[src/rtl/pwm_tb_pkg.sv]
package pwm_tb_pkg;
  typedef enum logic [1:0] {
    CNT_UP     = 2'd0,
    CNT_DOWN   = 2'd1,
    CNT_UPDOWN = 2'd2,
    CNT_HOLD   = 2'd3
  } cnt_mode_e;

  typedef enum logic [1:0] {
    SO_PASS = 2'd0,
    SO_ZERO = 2'd1,
    SO_CMPB = 2'd2,
    SO_OFF  = 2'd3
  } so_sel_e;
endpackage

[src/rtl/pwm_tb_period.sv]
module pwm_tb_period #(
  parameter int unsigned W       = 16,
  parameter int unsigned RST_PRD = 0
) (
  input  logic         clk_i,
  input  logic         rst_ni,
  input  logic         wr_i,
  input  logic         imm_i,
  input  logic [W-1:0] wdata_i,
  input  logic         load_i,
  output logic [W-1:0] act_o,
  output logic [W-1:0] next_o
);
  localparam logic [W-1:0] RST_V = W'(RST_PRD);

  logic [W-1:0] shd_q, act_q;

  always_ff @(posedge clk_i or negedge rst_ni) begin
    if (!rst_ni) begin
      shd_q <= RST_V;
      act_q <= RST_V;
    end else begin
      if (wr_i) shd_q <= wdata_i;
      if (wr_i && imm_i) act_q <= wdata_i;
      else if (load_i)   act_q <= shd_q;
    end
  end

  // value the active copy holds after this edge
  always_comb begin
    if (wr_i && imm_i) next_o = wdata_i;
    else if (load_i)   next_o = shd_q;
    else               next_o = act_q;
  end

  assign act_o = act_q;


  act_stable_chk: assert property (@(posedge clk_i) disable iff (!rst_ni)
    (!load_i && !(wr_i && imm_i)) |=> $stable(act_q));


  imm_load_chk: assert property (@(posedge clk_i) disable iff (!rst_ni)
    (wr_i && imm_i) |=> (act_q == $past(wdata_i)));
endmodule

[src/rtl/pwm_tb_core.sv]
module pwm_tb_core
  import pwm_tb_pkg::*;
#(
  parameter int unsigned W = 16
) (
  input  logic         clk_i,
  input  logic         rst_ni,
  input  logic         en_i,
  input  cnt_mode_e    mode_i,
  input  logic [W-1:0] prd_i,
  input  logic [W-1:0] prd_next_i,
  input  logic [W-1:0] phase_i,
  input  logic         phase_en_i,
  input  logic         phase_dir_i,
  input  logic         sync_evt_i,
  output logic [W-1:0] cnt_o,
  output logic         up_o
);
  localparam logic [W-1:0] ONE = W'(1);

  logic [W-1:0] cnt_q;
  logic         up_q;
  logic         ph_ld;

  assign ph_ld = phase_en_i && sync_evt_i;

  always_ff @(posedge clk_i or negedge rst_ni) begin
    if (!rst_ni) begin
      cnt_q <= '0;
      up_q  <= 1'b1;
    end else if (en_i) begin
      if (ph_ld) begin
        cnt_q <= phase_i;
        case (mode_i)
          CNT_UP:     up_q <= 1'b1;
          CNT_DOWN:   up_q <= 1'b0;
          CNT_UPDOWN: up_q <= phase_dir_i;
          default:    up_q <= up_q;
        endcase
      end else begin
        case (mode_i)
          CNT_UP: begin
            up_q  <= 1'b1;
            cnt_q <= (cnt_q >= prd_i) ? '0 : cnt_q + ONE;
          end
          CNT_DOWN: begin
            up_q  <= 1'b0;
            cnt_q <= (cnt_q == '0) ? prd_next_i : cnt_q - ONE;
          end
          CNT_UPDOWN: begin
            if (prd_i == '0) begin
              cnt_q <= '0;
            end else if (up_q) begin
              if (cnt_q >= prd_i) begin
                up_q  <= 1'b0;
                cnt_q <= cnt_q - ONE;
              end else begin
                cnt_q <= cnt_q + ONE;
              end
            end else if (cnt_q == '0) begin
              up_q  <= 1'b1;
              cnt_q <= cnt_q + ONE;
            end else begin
              cnt_q <= cnt_q - ONE;
            end
          end
          default: cnt_q <= cnt_q;
        endcase
      end
    end
  end

  assign cnt_o = cnt_q;
  assign up_o  = up_q;


  freeze_chk: assert property (@(posedge clk_i) disable iff (!rst_ni)
    !en_i |=> ($stable(cnt_q) && $stable(up_q)));


  phase_load_chk: assert property (@(posedge clk_i) disable iff (!rst_ni)
    (en_i && ph_ld) |=> (cnt_q == $past(phase_i)));


  up_step_chk: assert property (@(posedge clk_i) disable iff (!rst_ni)
    (en_i && !ph_ld && mode_i == CNT_UP && cnt_q < prd_i) |=> (cnt_q == $past(cnt_q) + ONE));


  down_step_chk: assert property (@(posedge clk_i) disable iff (!rst_ni)
    (en_i && !ph_ld && mode_i == CNT_DOWN && cnt_q != '0) |=> (cnt_q == $past(cnt_q) - ONE));
endmodule

[src/rtl/pwm_tb_syncout.sv]
module pwm_tb_syncout
  import pwm_tb_pkg::*;
(
  input  so_sel_e sel_i,
  input  logic    sync_evt_i,
  input  logic    zero_i,
  input  logic    cmpb_hit_i,
  output logic    sync_o
);
  always_comb begin
    case (sel_i)
      SO_PASS: sync_o = sync_evt_i;
      SO_ZERO: sync_o = zero_i;
      SO_CMPB: sync_o = cmpb_hit_i;
      default: sync_o = 1'b0;
    endcase
  end
endmodule

[src/rtl/pwm_timebase.sv]
module pwm_timebase
  import pwm_tb_pkg::*;
#(
  parameter int unsigned W       = 16,
  parameter int unsigned RST_PRD = 0
) (
  input  logic         clk_i,
  input  logic         rst_ni,
  input  logic         clk_en_i,
  input  logic [1:0]   mode_i,
  input  logic         prd_wr_i,
  input  logic         prd_imm_i,
  input  logic [W-1:0] prd_wdata_i,
  input  logic [W-1:0] phase_i,
  input  logic         phase_en_i,
  input  logic         phase_dir_i,
  input  logic [1:0]   sync_sel_i,
  input  logic [W-1:0] cmpb_i,
  input  logic         sync_i,
  input  logic         sw_sync_i,
  input  logic         max_clr_i,
  output logic [W-1:0] cnt_o,
  output logic         dir_o,
  output logic         zero_o,
  output logic         prd_o,
  output logic         sync_o,
  output logic         max_o
);
  localparam logic [W-1:0] MAX_V = '1;

  cnt_mode_e    mode;
  logic [W-1:0] cnt, prd_act, prd_next;
  logic         sync_evt, zero_hit, cmpb_hit, max_q;

  assign mode     = cnt_mode_e'(mode_i);
  assign sync_evt = sync_i | sw_sync_i;
  assign zero_hit = clk_en_i && (cnt == '0);
  assign cmpb_hit = clk_en_i && (cnt == cmpb_i);

  pwm_tb_period #(.W(W), .RST_PRD(RST_PRD)) u_prd (
    .clk_i   (clk_i),
    .rst_ni  (rst_ni),
    .wr_i    (prd_wr_i),
    .imm_i   (prd_imm_i),
    .wdata_i (prd_wdata_i),
    .load_i  (zero_hit),
    .act_o   (prd_act),
    .next_o  (prd_next)
  );

  pwm_tb_core #(.W(W)) u_core (
    .clk_i       (clk_i),
    .rst_ni      (rst_ni),
    .en_i        (clk_en_i),
    .mode_i      (mode),
    .prd_i       (prd_act),
    .prd_next_i  (prd_next),
    .phase_i     (phase_i),
    .phase_en_i  (phase_en_i),
    .phase_dir_i (phase_dir_i),
    .sync_evt_i  (sync_evt),
    .cnt_o       (cnt),
    .up_o        (dir_o)
  );

  pwm_tb_syncout u_so (
    .sel_i      (so_sel_e'(sync_sel_i)),
    .sync_evt_i (sync_evt),
    .zero_i     (zero_hit),
    .cmpb_hit_i (cmpb_hit),
    .sync_o     (sync_o)
  );

  // set has priority over clear
  always_ff @(posedge clk_i or negedge rst_ni) begin
    if (!rst_ni)             max_q <= 1'b0;
    else if (cnt == MAX_V)   max_q <= 1'b1;
    else if (max_clr_i)      max_q <= 1'b0;
  end

  assign cnt_o  = cnt;
  assign zero_o = zero_hit;
  assign prd_o  = clk_en_i && (cnt == prd_act);
  assign max_o  = max_q;


  max_set_chk: assert property (@(posedge clk_i) disable iff (!rst_ni)
    (cnt == MAX_V) |=> max_q);


  max_hold_chk: assert property (@(posedge clk_i) disable iff (!rst_ni)
    (max_q && !max_clr_i) |=> max_q);


  zero_pulse_chk: assert property (@(posedge clk_i) disable iff (!rst_ni)
    (zero_o && mode != CNT_HOLD && prd_act != '0 && prd_next != '0 &&
     !(phase_en_i && sync_evt)) |=> !zero_o);
endmodule

[config.mk]
export PLATFORM = sky130hd
export DESIGN_NAME = pwm_timebase
export DESIGN_NICKNAME = d
export VERILOG_FILES = /design/src/rtl/pwm_tb_pkg.sv /design/src/rtl/pwm_tb_period.sv /design/src/rtl/pwm_tb_core.sv /design/src/rtl/pwm_tb_syncout.sv /design/src/rtl/pwm_timebase.sv
export SDC_FILE = /design/constraint.sdc
export NUM_CORES = 1
export LEC_CHECK = 0
export BUFFER_PORTS_ARGS = -buffer_cell sky130_fd_sc_hd__buf_2
export CAP_MARGIN = 25
export CORE_ASPECT_RATIO = 1.1
export CORE_MARGIN = 2
export CORE_UTILIZATION = 52
export DETAILED_ROUTE_END_ITERATION = 10
export GPL_TIMING_DRIVEN = 0
export MAX_ROUTING_LAYER = met4
export PLACE_DENSITY_LB_ADDON = 0.05
export SYNTH_ARGS = -nofsm -noshare
export SYNTH_HDL_FRONTEND = slang
export SYNTH_HIERARCHICAL = 1
export SYNTH_SLANG_ARGS = --single-unit
[constraint.sdc]
create_clock -name clk_i -period 2.75 [get_ports clk_i]
set_input_delay 0.1375 -clock clk_i [delete_from_list [all_inputs] [get_ports clk_i]]
set_output_delay 0.1375 -clock clk_i [all_outputs]
set_load 0.01 [all_outputs]
Yosys cells after proc, flatten, opt, wreduce, memory -nomap -nowiden
Index checks and enable logic that the tools add are counted.
W data, S select, Z words.
- word-level logic and storage cells: 51
- input bits: 62
- output and inout port bits: 21
- flip-flop bits (word level): 50
- muxes and demuxes: 20
- reduce and logical (&&, ||, !) cells: 14
- equal/unequal tests: 8
- add/subtract/negate cells: 2
- bitwise gates (word level): 1
- magnitude comparators: 1
- operators by type and width (operator ; number):
    $mux W16 ; 9
    $pmux W16 S3 ; 1
    $eq A16 B16 Y1 ; 2
    $logic_not A16 Y1 ; 2
    $add A16 B1 Y16 const B ; 1
    $eq A16 B16 Y1 const B ; 1
    $ge A16 B16 Y1 ; 1
    $sub A16 B1 Y16 const B ; 1
    $pmux W1 S3 ; 3
    $mux W1 ; 7
    $logic_and A1 B1 Y1 ; 5
    $eq A2 B1 Y1 const B ; 2
    $eq A2 B2 Y1 const B ; 2
    $logic_not A2 Y1 ; 2
    $reduce_bool A4 Y1 ; 1
    $ne A3 B2 Y1 const B ; 1
    $reduce_and A3 Y1 ; 1
    $reduce_bool A3 Y1 ; 1
    $reduce_and A2 Y1 ; 1
    $reduce_bool A2 Y1 ; 1
    $or A1 B1 Y1 ; 1

Logic depth before layout (Yosys ltp)
Gate-level depths: netlist of the first run.
- word-level depth: 7
- gate-level depth with buffers: 13
- mapped depth without buffers: 11

Hierarchy
Netlist of the first run, hierarchy kept.
- by module, submodules not included (module ; sequential area each (um^2) ; cells an instance ; times used ; area each (um^2)):
    pwm_tb_core ; 426.7 ; 379 ; 1 ; 2738.9
    pwm_tb_period ; 800.8 ; 106 ; 1 ; 1460.2
    pwm_timebase ; 25.0 ; 58 ; 1 ; 471.7
    pwm_tb_syncout ; 0.0 ; 3 ; 1 ; 22.5

Worst setup path after synthesis of the first run
OpenSTA, ideal clock, no wires.
- path type: reg-to-reg
- from: register u_core.cnt_q[11] (netlist: u_core/cnt_o[11])
- to: register u_core.cnt_q[6] (netlist: u_core/cnt_o[6])
- setup time: 0.132 ns
- clock period less this slack: 2.961 ns
- required time: 2.618 ns
- slack: -0.211 ns
- arrival time: 2.829 ns
- cell stages (with the launch flop): 14
- path buffers: 2
- cells stage by stage: dfrtp_1 nor4_1 nand4_1 nor4b_1 buf_6 buf_12 mux2i_1 o21ai_1 nand2_1 o31ai_1 a31oi_1 o311ai_0 o221ai_1 a31oi_1
- word-level cells in the longest chain between the ends: 7
- elaborated cells on any way between the ends: 13
- classes of those cells: order compare: 1; mux: 10; reduce/logical: 2
- RTL lines (item ; RTL line ; text):
    start, declared ; pwm_tb_core.sv:21 ; logic [W-1:0] cnt_q;
    start signal, assigned ; pwm_tb_core.sv:33 ; cnt_q <= phase_i;
    start signal, assigned ; pwm_tb_core.sv:44 ; cnt_q <= (cnt_q >= prd_i) ? '0 : cnt_q + ONE;
    start signal, assigned ; pwm_tb_core.sv:48 ; cnt_q <= (cnt_q == '0) ? prd_next_i : cnt_q - ONE;
    $logic_not A16 Y1 ; pwm_timebase.sv:37 ; assign zero_hit = clk_en_i && (cnt == '0);
    $logic_and A1 B1 Y1 ; pwm_timebase.sv:37 ;
    net zero_o ; pwm_timebase.sv:24 ; output logic zero_o,
    $mux W16 ; pwm_tb_period.sv:32 ; else if (load_i) next_o = shd_q;
    $mux W16 ; pwm_tb_period.sv:31 ; if (wr_i && imm_i) next_o = wdata_i;
    net prd_next[6] ; pwm_timebase.sv:32 ; logic [W-1:0] cnt, prd_act, prd_next;
    $mux W16 ; pwm_tb_core.sv:48 ;
    $pmux W16 S3 ; pwm_tb_core.sv:41 ; case (mode_i)
    $mux W16 ; pwm_tb_core.sv:32 ; if (ph_ld) begin
The timed path passes the listed nets, and every way through them passes these cells.
A chain may end at the register's enable or synchronous reset.

Worst setup path in the final report of the first run
- from: register u_core.cnt_q[1] (netlist: u_core/cnt_o[1])
- to: register u_core.cnt_q[11] (netlist: u_core/cnt_o[11])
- word-level cells in the longest chain between the ends: 7
- elaborated cells on any way between the ends: 15
- classes of those cells: add/sub: 2; order compare: 1; mux: 10; reduce/logical: 2
- RTL lines (item ; RTL line):
    $logic_not A16 Y1 ; pwm_timebase.sv:37
    $logic_and A1 B1 Y1 ; pwm_timebase.sv:37
    $mux W16 ; pwm_tb_period.sv:32
    $mux W16 ; pwm_tb_period.sv:31
    net prd_next[11] ; pwm_timebase.sv:32
    $mux W16 ; pwm_tb_core.sv:48
    $pmux W16 S3 ; pwm_tb_core.sv:41
    $mux W16 ; pwm_tb_core.sv:32
The timed path passes the listed nets, and every way through them passes these cells.

==> impl_metrics.toml, run 1 <==
[yosys]
synth_top_family_by_area = "simple AND/OR/NAND/NOR gates"
post_synth_num_cell_types = 65
synthesized_area_per_cell_um2 = 8.60
net_count_of_the_mapped_netlist = 631
yosys.area_share.simple_pct = 21.8
synth_compound_area_share_pct = 18.8
synth_seq_cells = 50
ys.flop_type = "sky130_fd_sc_hd__dfrtp_1"
synth_async_reset_ratio_pct = 100
synth_edf_count = 0
netlist_area_um2 = 4690
synth_sequential_area_ratio_pct = 26.7
yosys-mux-area-fraction_pct = 9.65
adder_and_majority_cell_fraction_of_the_synthesized_area_pct = 6.13
yosysWarningCount = 6
synth_xor_area_share_pct = 10.3
syn_inst = 546

[worst_setup_path]
timing.critical_path.to_type = "flop"
worstPathMaxFanout = 8
regToRegStartpoint = "u_core/cnt_o[1]$_DFFE_PN0P_"
startpoint_of_the_most_critical_setup_path = "u_core/cnt_o[1]$_DFFE_PN0P_"
kind_of_start_point_of_the_critical_path = "flop"
timing.critical_path.required_ns = 2.94
timing.critical_path.arrival_ns = 3.06
worstSetupPathType = "reg2reg"

[hold_path]
min-delay-start = "prd_wdata_i[1]"
hold_path_class = "in2reg"

[outcome]
run_status = "complete, but fails checks"
failed_checks = "setup timing"

[die]
initial_core_util_pct = 53.2
die_height_um = 104
core_um2 = 8830
die_x_um = 94.6
num_rows = 36
die_area_um2 = 9800
ios = 83

[placed_design]
routabilityCongestion = 0.972
place.detailed.instances = 741
dp_hpwl_mm = 13.2
portBuffers = 80

[pwr]
power_mw = 3.89
p_per_area_nw_per_um2 = 636
power.ir.vdd_worst_mv = 0.351
cellLeakagePower_nw = 2.59

[route]
detail_route.wl_per_cell_um = 23.3
postRouteWirelength_mm = 18.6
antenna_left = 0
drc_errors = 0
vias_per_cell = 6.45
dr_total_vias = 5150
router_iterations_before_antenna_repair = 5
drtIter0Drc = 549

[global_routing]
grt_first_pass_wirelength_mm = 27.4
vias_in_the_first_global_route = 5086
initial_antenna_violation_count = 0
grt_overflow = 0
pin_count_of_the_biggest_net_entering_global_routing = 36
global_route.usage.total_pct = 37.8

[cts]
cts_buffers = 5
cts_root_buf = "sky130_fd_sc_hd__clkbuf_8"
cts.sinks = 50
worstSkewPairLatency_ns = 0.33
ctsLongestPathBuffers = 2
cts.reportedPaths.clkPinSlew_ns = 0.12
tritoncts = "done"
cts_htree_levels = 2

[timing]
timing.setup.tns_ns = -0.821
report.final.slew_viol_count = 0
clk_skew_ns = 0.0205
setup_slack_ns = -0.124
layout_worst_path_cycle_share_pct = 104
slew_headroom_pct = 56.2
finalHoldWorstSlack_ns = 0.0656
hold_viol = 0
timing.fmax_mhz = 348
rsz0062_at_grt = "yes"
setup_viol_count_final = 11
tightest_slew_ns = 0.656
finalCriticalPeriod_ns = 2.87

[layout]
diodes = 0
stdcell_count = 799
synthToLayoutAreaGrowth_pct = 30.3
post_route_cells_drive_above_1_share_pct = 36.6
num-fill-cells = 735
postLayoutCoreUtil_pct = 69.3
layout.nets = 769

[job]
drv.max_cap_violation_count = 0
==> path summary, 6_finish.rpt <==
check,end,slack [ns],cells after the start
max,u_core/cnt_o[11]$_DFFE_PN0P_,-0.12,12
min,u_prd/shd_q[1]$_DFFE_PN0P_,0.07,2
max reg2reg,u_core/cnt_o[11]$_DFFE_PN0P_,-0.12,12
min reg2reg,max_o$_DFFE_PN0P_,0.52,2
max in group asynchronous,u_core/up_o$_DFFE_PN1P_,1.86,3
min in group asynchronous,u_prd/act_o[14]$_DFF_PN0_,0.30,2
==> critical path, stage by stage, from the launching register on <==
cell,delay [ns]
sky130_fd_sc_hd__dfrtp_2,0.49
sky130_fd_sc_hd__nor4_4,0.30
sky130_fd_sc_hd__nand4_1,0.19
sky130_fd_sc_hd__nor4b_4,0.42
sky130_fd_sc_hd__buf_6,0.17
sky130_fd_sc_hd__buf_12,0.12
sky130_fd_sc_hd__buf_4,0.12
sky130_fd_sc_hd__mux2i_2,0.21
sky130_fd_sc_hd__o21ai_2,0.11
sky130_fd_sc_hd__nor2_1,0.13
sky130_fd_sc_hd__a21oi_1,0.06
sky130_fd_sc_hd__a221oi_1,0.27
sky130_fd_sc_hd__a21oi_1,0.14
==> power breakdown <==
part	switching (mW)	total (mW)	internal, mW	leakage (nW)
logic	1.30	2.25	0.942	1.96
clock network	0.286	0.559	0.272	0.0514
registers	0.215	1.09	0.873	0.583
==> cell families (layout without fill, tap and decap cells) <==
group / count (synthesis) / in the layout
muxes: 38 / 38
buffers and inverters: 61 / 200
xor gates and xnor gates: 55 / 55
DFF: 50 / 50
and+or+nand+nor: 188 / 188
adders and majority gates: 23 / 23
AOI/OAI and AO/OA: 131 / 131
==> stage by stage <==
stage	area, um2	worst slack, ns
2_1_floorplan	4700	0.0292
3_3_place_gp	5240	-0.929
3_5_place_dp	5260	-0.941
4_1_cts	5750	-0.000266
5_1_grt	6120	-0.212
6_report	6120	-0.124
==> state kept, by name, indices dropped and copies added (netlist names) <==
signal / flops
max_o: 1
u_core/cnt_o: 16
u_core/up_o: 1
u_prd/act_o: 16
u_prd/shd_q: 16
==> final cells by class <==
cell class / instances / area [um2] / area share [%]
clock buffers: 6 / 72.6 / 1.19
inverters: 24 / 90.1 / 1.47
well taps: 114 / 143 / 2.33
repair buffers: 132 / 822 / 13.4
multi-input cells: 435 / 3420 / 55.9
clock inverters: 2 / 37.5 / 0.614
flip-flops and latches: 50 / 1270 / 20.8
plain buffers: 36 / 256 / 4.19
==> routing by layer <==
metal | routed length [um] | up-vias | part of all wire (%) | track usage (%)
li1 | - | 2300 | - | -
met1 | 7360 | 2438 | 40 | 45.8
met2 | 8900 | 327 | 48 | 61.1
met3 | 1360 | 85 | 7.3 | 4.80
met4 | 996 | 0 | 5.4 | 19.7
met5 | 0 | - | 0 | -
==> cell usage after synthesis, drive strengths merged (5+ instances only) <==
| cell | count | share of area (%) |
|---|---|---|
| dfrtp | 49 | 26 |
| o21ai | 39 | 4.2 |
| nand2 | 38 | 3.0 |
| nand3 | 36 | 3.9 |
| xnor2 | 34 | 6.3 |
| nor2 | 30 | 2.4 |
| a21oi | 28 | 3.0 |
| inv | 24 | 1.9 |
| clkbuf | 23 | 1.8 |
| ha | 23 | 6.1 |
| mux2i | 22 | 4.7 |
| xor2 | 21 | 3.9 |
| mux2 | 16 | 5.0 |
| nand4 | 15 | 2.0 |
| buf | 14 | 2.9 |
| nor4 | 13 | 2.0 |
| a31oi | 10 | 1.3 |
| nor3 | 9 | 1.1 |
| o211ai | 9 | 1.7 |
| or3 | 9 | 1.3 |
| or4 | 8 | 1.4 |
| o31ai | 7 | 1.1 |
| a221oi | 6 | 1.1 |
| and3 | 6 | 0.80 |
| nand2b | 5 | 0.67 |
==> cells in the final DEF, fill, tap and decap left out, types with 8 or more instances in the layout <==
cell | netlist | layout
sky130_fd_sc_hd__dfrtp_1 | 49 | 33
sky130_fd_sc_hd__nand2_1 | 38 | 37
sky130_fd_sc_hd__ha_1 | 23 | 23
sky130_fd_sc_hd__buf_2 | 3 | 84
sky130_fd_sc_hd__a31oi_1 | 10 | 10
sky130_fd_sc_hd__nand3_1 | 35 | 33
sky130_fd_sc_hd__xor2_1 | 21 | 21
sky130_fd_sc_hd__o21ai_2 | 0 | 10
sky130_fd_sc_hd__mux2i_1 | 22 | 18
sky130_fd_sc_hd__inv_1 | 24 | 23
sky130_fd_sc_hd__nand4_1 | 15 | 15
sky130_fd_sc_hd__a21oi_1 | 28 | 24
sky130_fd_sc_hd__o21ai_0 | 27 | 22
sky130_fd_sc_hd__or3_1 | 8 | 8
sky130_fd_sc_hd__mux2_4 | 14 | 14
sky130_fd_sc_hd__buf_6 | 8 | 10
sky130_fd_sc_hd__nor2_1 | 30 | 27
sky130_fd_sc_hd__buf_4 | 1 | 48
sky130_fd_sc_hd__xnor2_1 | 34 | 34
sky130_fd_sc_hd__clkbuf_1 | 23 | 16
sky130_fd_sc_hd__dfrtp_2 | 0 | 15
==> what timing repair did <==
action,4_1_cts,5_1_grt
endpoints found under the setup margin,17,16
hold buffers,1,0
pin swaps,7,26
setup buffers,28,22
hold endpoints to repair,15,0
resized for setup,46,52
Note: power is estimated with default switching activity, not from simulation.
==> run 2: changes to the inputs <==
CORE_ASPECT_RATIO = 1.25   (was 1.1)
SLEW_MARGIN = 25   (was default)
==> run 2 against run 1 <==
- the flow still finishes with violations (setup timing)
- die area hardly changed
- non-clock buffer count is 2 lower
- cell area is 1.5% lower
- critical endpoint is now u_core/cnt_o[6]$_DFFE_PN0P_
- total power is 5.3% lower
- hold slack worse by 0.0082 ns
- cell count is 0.38% higher
- clock-buffer cell count is 1 lower
- core utilization is 0.41 points lower
- routed wire length is 3.8% lower
- via count is 0.56% lower
- combinational power is 4% lower
==> impl_metrics.toml, run 2 (synthesized netlist as in run 1, its figures left out) <==
[outcome]
run_status = "complete, but fails checks"
failed_checks = "setup timing"

[die]
core_um2 = 8750
initial_core_util_pct = 53.6
ios = 83
die_area_um2 = 9810
die_x_um = 89.0
die_height_um = 110
num_rows = 38

[timing]
timing.setup.tns_ns = -0.112
timing.fmax_mhz = 353
rsz0062_at_grt = "yes"
clk_skew_ns = 0.0115
layout_worst_path_cycle_share_pct = 103
tightest_slew_ns = 0.687
hold_viol = 0
setup_viol_count_final = 3
finalCriticalPeriod_ns = 2.83
slew_headroom_pct = 54.2
finalHoldWorstSlack_ns = 0.0574
report.final.slew_viol_count = 0
setup_slack_ns = -0.0802

[worst_setup_path]
timing.critical_path.to_type = "flop"
worst_r2r_path_cells = 14
kind_of_start_point_of_the_critical_path = "flop"
worstPathMaxFanout = 8
worstSetupPathType = "reg2reg"
timing.critical_path.arrival_ns = 3.05
timing.critical_path.required_ns = 2.97

[cts]
cts.reportedPaths.clkPinSlew_ns = 0.11
ctsLongestPathBuffers = 2
worstSkewPairLatency_ns = 0.33
cts.sinks = 50
cts_buffers = 5
tritoncts = "done"
cts_root_buf = "sky130_fd_sc_hd__clkbuf_8"
cts_htree_levels = 2

[placed_design]
dpl-instance-area_um2 = 5250
routabilityCongestion = 1.01
portBuffers = 80
dp_hpwl_mm = 12.9

[hold_path]
hold_depth = 2
hold_path_class = "in2reg"

[layout]
synthToLayoutAreaGrowth_pct = 28.4
layout.nets = 767
diodes = 0
layout_common_cells = "83 x sky130_fd_sc_hd__buf_2, 49 x sky130_fd_sc_hd__buf_4, 35 x sky130_fd_sc_hd__nand2_1"
postLayoutCoreUtil_pct = 68.9
mostFrequentLayoutCell = "sky130_fd_sc_hd__buf_2"
post_route_cells_drive_above_1_share_pct = 36.1
finish.instance_area_um2 = 6020

[global_routing]
pin_count_of_the_biggest_net_entering_global_routing = 51
grt_overflow = 0
vias_in_the_first_global_route = 5027
grt_first_pass_wirelength_mm = 26.2
initial_antenna_violation_count = 0
global_route.usage.total_pct = 37.1

[route]
drtIter0Drc = 375
postRouteWirelength_mm = 17.9
router_iterations_before_antenna_repair = 5
drc_errors = 0
antenna_left = 0
vias_per_cell = 6.39
dr_total_vias = 5121
detail_route.wl_per_cell_um = 22.3

[job]
drv.max_cap_violation_count = 0

[pwr]
p_per_area_nw_per_um2 = 612
power.ir.vdd_worst_mv = 0.391
cellLeakagePower_nw = 2.57
run 2: changes by cell type in the layout (fill, tap and decap cells not counted), moves of 2 or more:
cell                       change
sky130_fd_sc_hd__a21oi_1       +3
sky130_fd_sc_hd__a21oi_2       -3
sky130_fd_sc_hd__buf_12        -2
sky130_fd_sc_hd__clkbuf_1      -4
sky130_fd_sc_hd__clkbuf_2      +3
sky130_fd_sc_hd__nand2_1       -2
sky130_fd_sc_hd__nand2_2       +2
sky130_fd_sc_hd__o21ai_0       -2
sky130_fd_sc_hd__o21ai_1       +6
sky130_fd_sc_hd__o21ai_2       -4
sky130_fd_sc_hd__or4_1         -2
sky130_fd_sc_hd__or4_4         +2
run 2: per-stage QoR:
stage	std cells	power, mW	setup slack (ns)
after floorplan	546	2.19	0.0292
after global placement	746	2.73	-0.766
after detailed placement	746	2.76	-0.744
after CTS	782	3.47	-0.0117
after global routing	802	3.88	-0.131
final	802	3.69	-0.0802
run 2: repair_timing:
item | CTS | global route
endpoints found under the hold margin | 49 | 0
setup endpoints to repair | 17 | 16
hold buffers | 1 | 0
buffers inserted | 29 | 19
cloned | 0 | 1
resized for setup | 47 | 49
pin swaps | 8 | 23
run 2: cell type report:
class | count | area (um2)
inverter | 24 | 90.1
fill | 774 | 2720
sequential | 50 | 1270
multi-input combinational | 435 | 3370
clock buffer | 5 | 68.8
clock inverter | 2 | 15.0
buffer | 36 | 245
tap | 120 | 150
timing repair buffer | 130 | 810
run 2: path summary, 6_finish.rpt:
check	start	end	slack [ns]
worst min register to register	max_o$_DFFE_PN0P_	max_o$_DFFE_PN0P_	0.52
worst max register to register	u_core/cnt_o[4]$_DFFE_PN0P_	u_core/cnt_o[6]$_DFFE_PN0P_	-0.08
worst max-delay path	u_core/cnt_o[4]$_DFFE_PN0P_	u_core/cnt_o[6]$_DFFE_PN0P_	-0.08
min in group asynchronous	rst_ni	u_prd/shd_q[12]$_DFFE_PN0P_	0.41
max in group asynchronous	rst_ni	u_core/cnt_o[14]$_DFFE_PN0P_	1.84
worst min-delay path	prd_wdata_i[4]	u_prd/shd_q[4]$_DFFE_PN0P_	0.06
run 2: power breakdown:
part	switching [mW]	leakage, nW	internal, mW
logic	1.26	1.95	0.903
registers	0.198	0.584	0.872
clock network	0.280	0.0362	0.175
total	1.74	2.57	1.95
run 2: worst max-delay path: stages, from the launching register on:
cell and delay [ns]:
sky130_fd_sc_hd__dfrtp_2 0.42, sky130_fd_sc_hd__buf_6 0.13, sky130_fd_sc_hd__nor4_4 0.26, sky130_fd_sc_hd__nand4_1 0.19
sky130_fd_sc_hd__nor4b_4 0.35, sky130_fd_sc_hd__buf_6 0.17, sky130_fd_sc_hd__buf_12 0.13, sky130_fd_sc_hd__mux2i_4 0.22
sky130_fd_sc_hd__o21ai_2 0.09, sky130_fd_sc_hd__nand2_1 0.08, sky130_fd_sc_hd__o31ai_2 0.07, sky130_fd_sc_hd__a31oi_1 0.27
sky130_fd_sc_hd__o311ai_1 0.16, sky130_fd_sc_hd__o221ai_1 0.11, sky130_fd_sc_hd__a31oi_1 0.07
run 2: metal layers:
layer,part of all wire [%],track usage (%),vias to the layer above
li1,-,-,2292
met1,38,40.9,2458
met2,50,63.3,285
met3,6.6,5.66,86
met4,6.0,20.9,0
met5,0,-,-
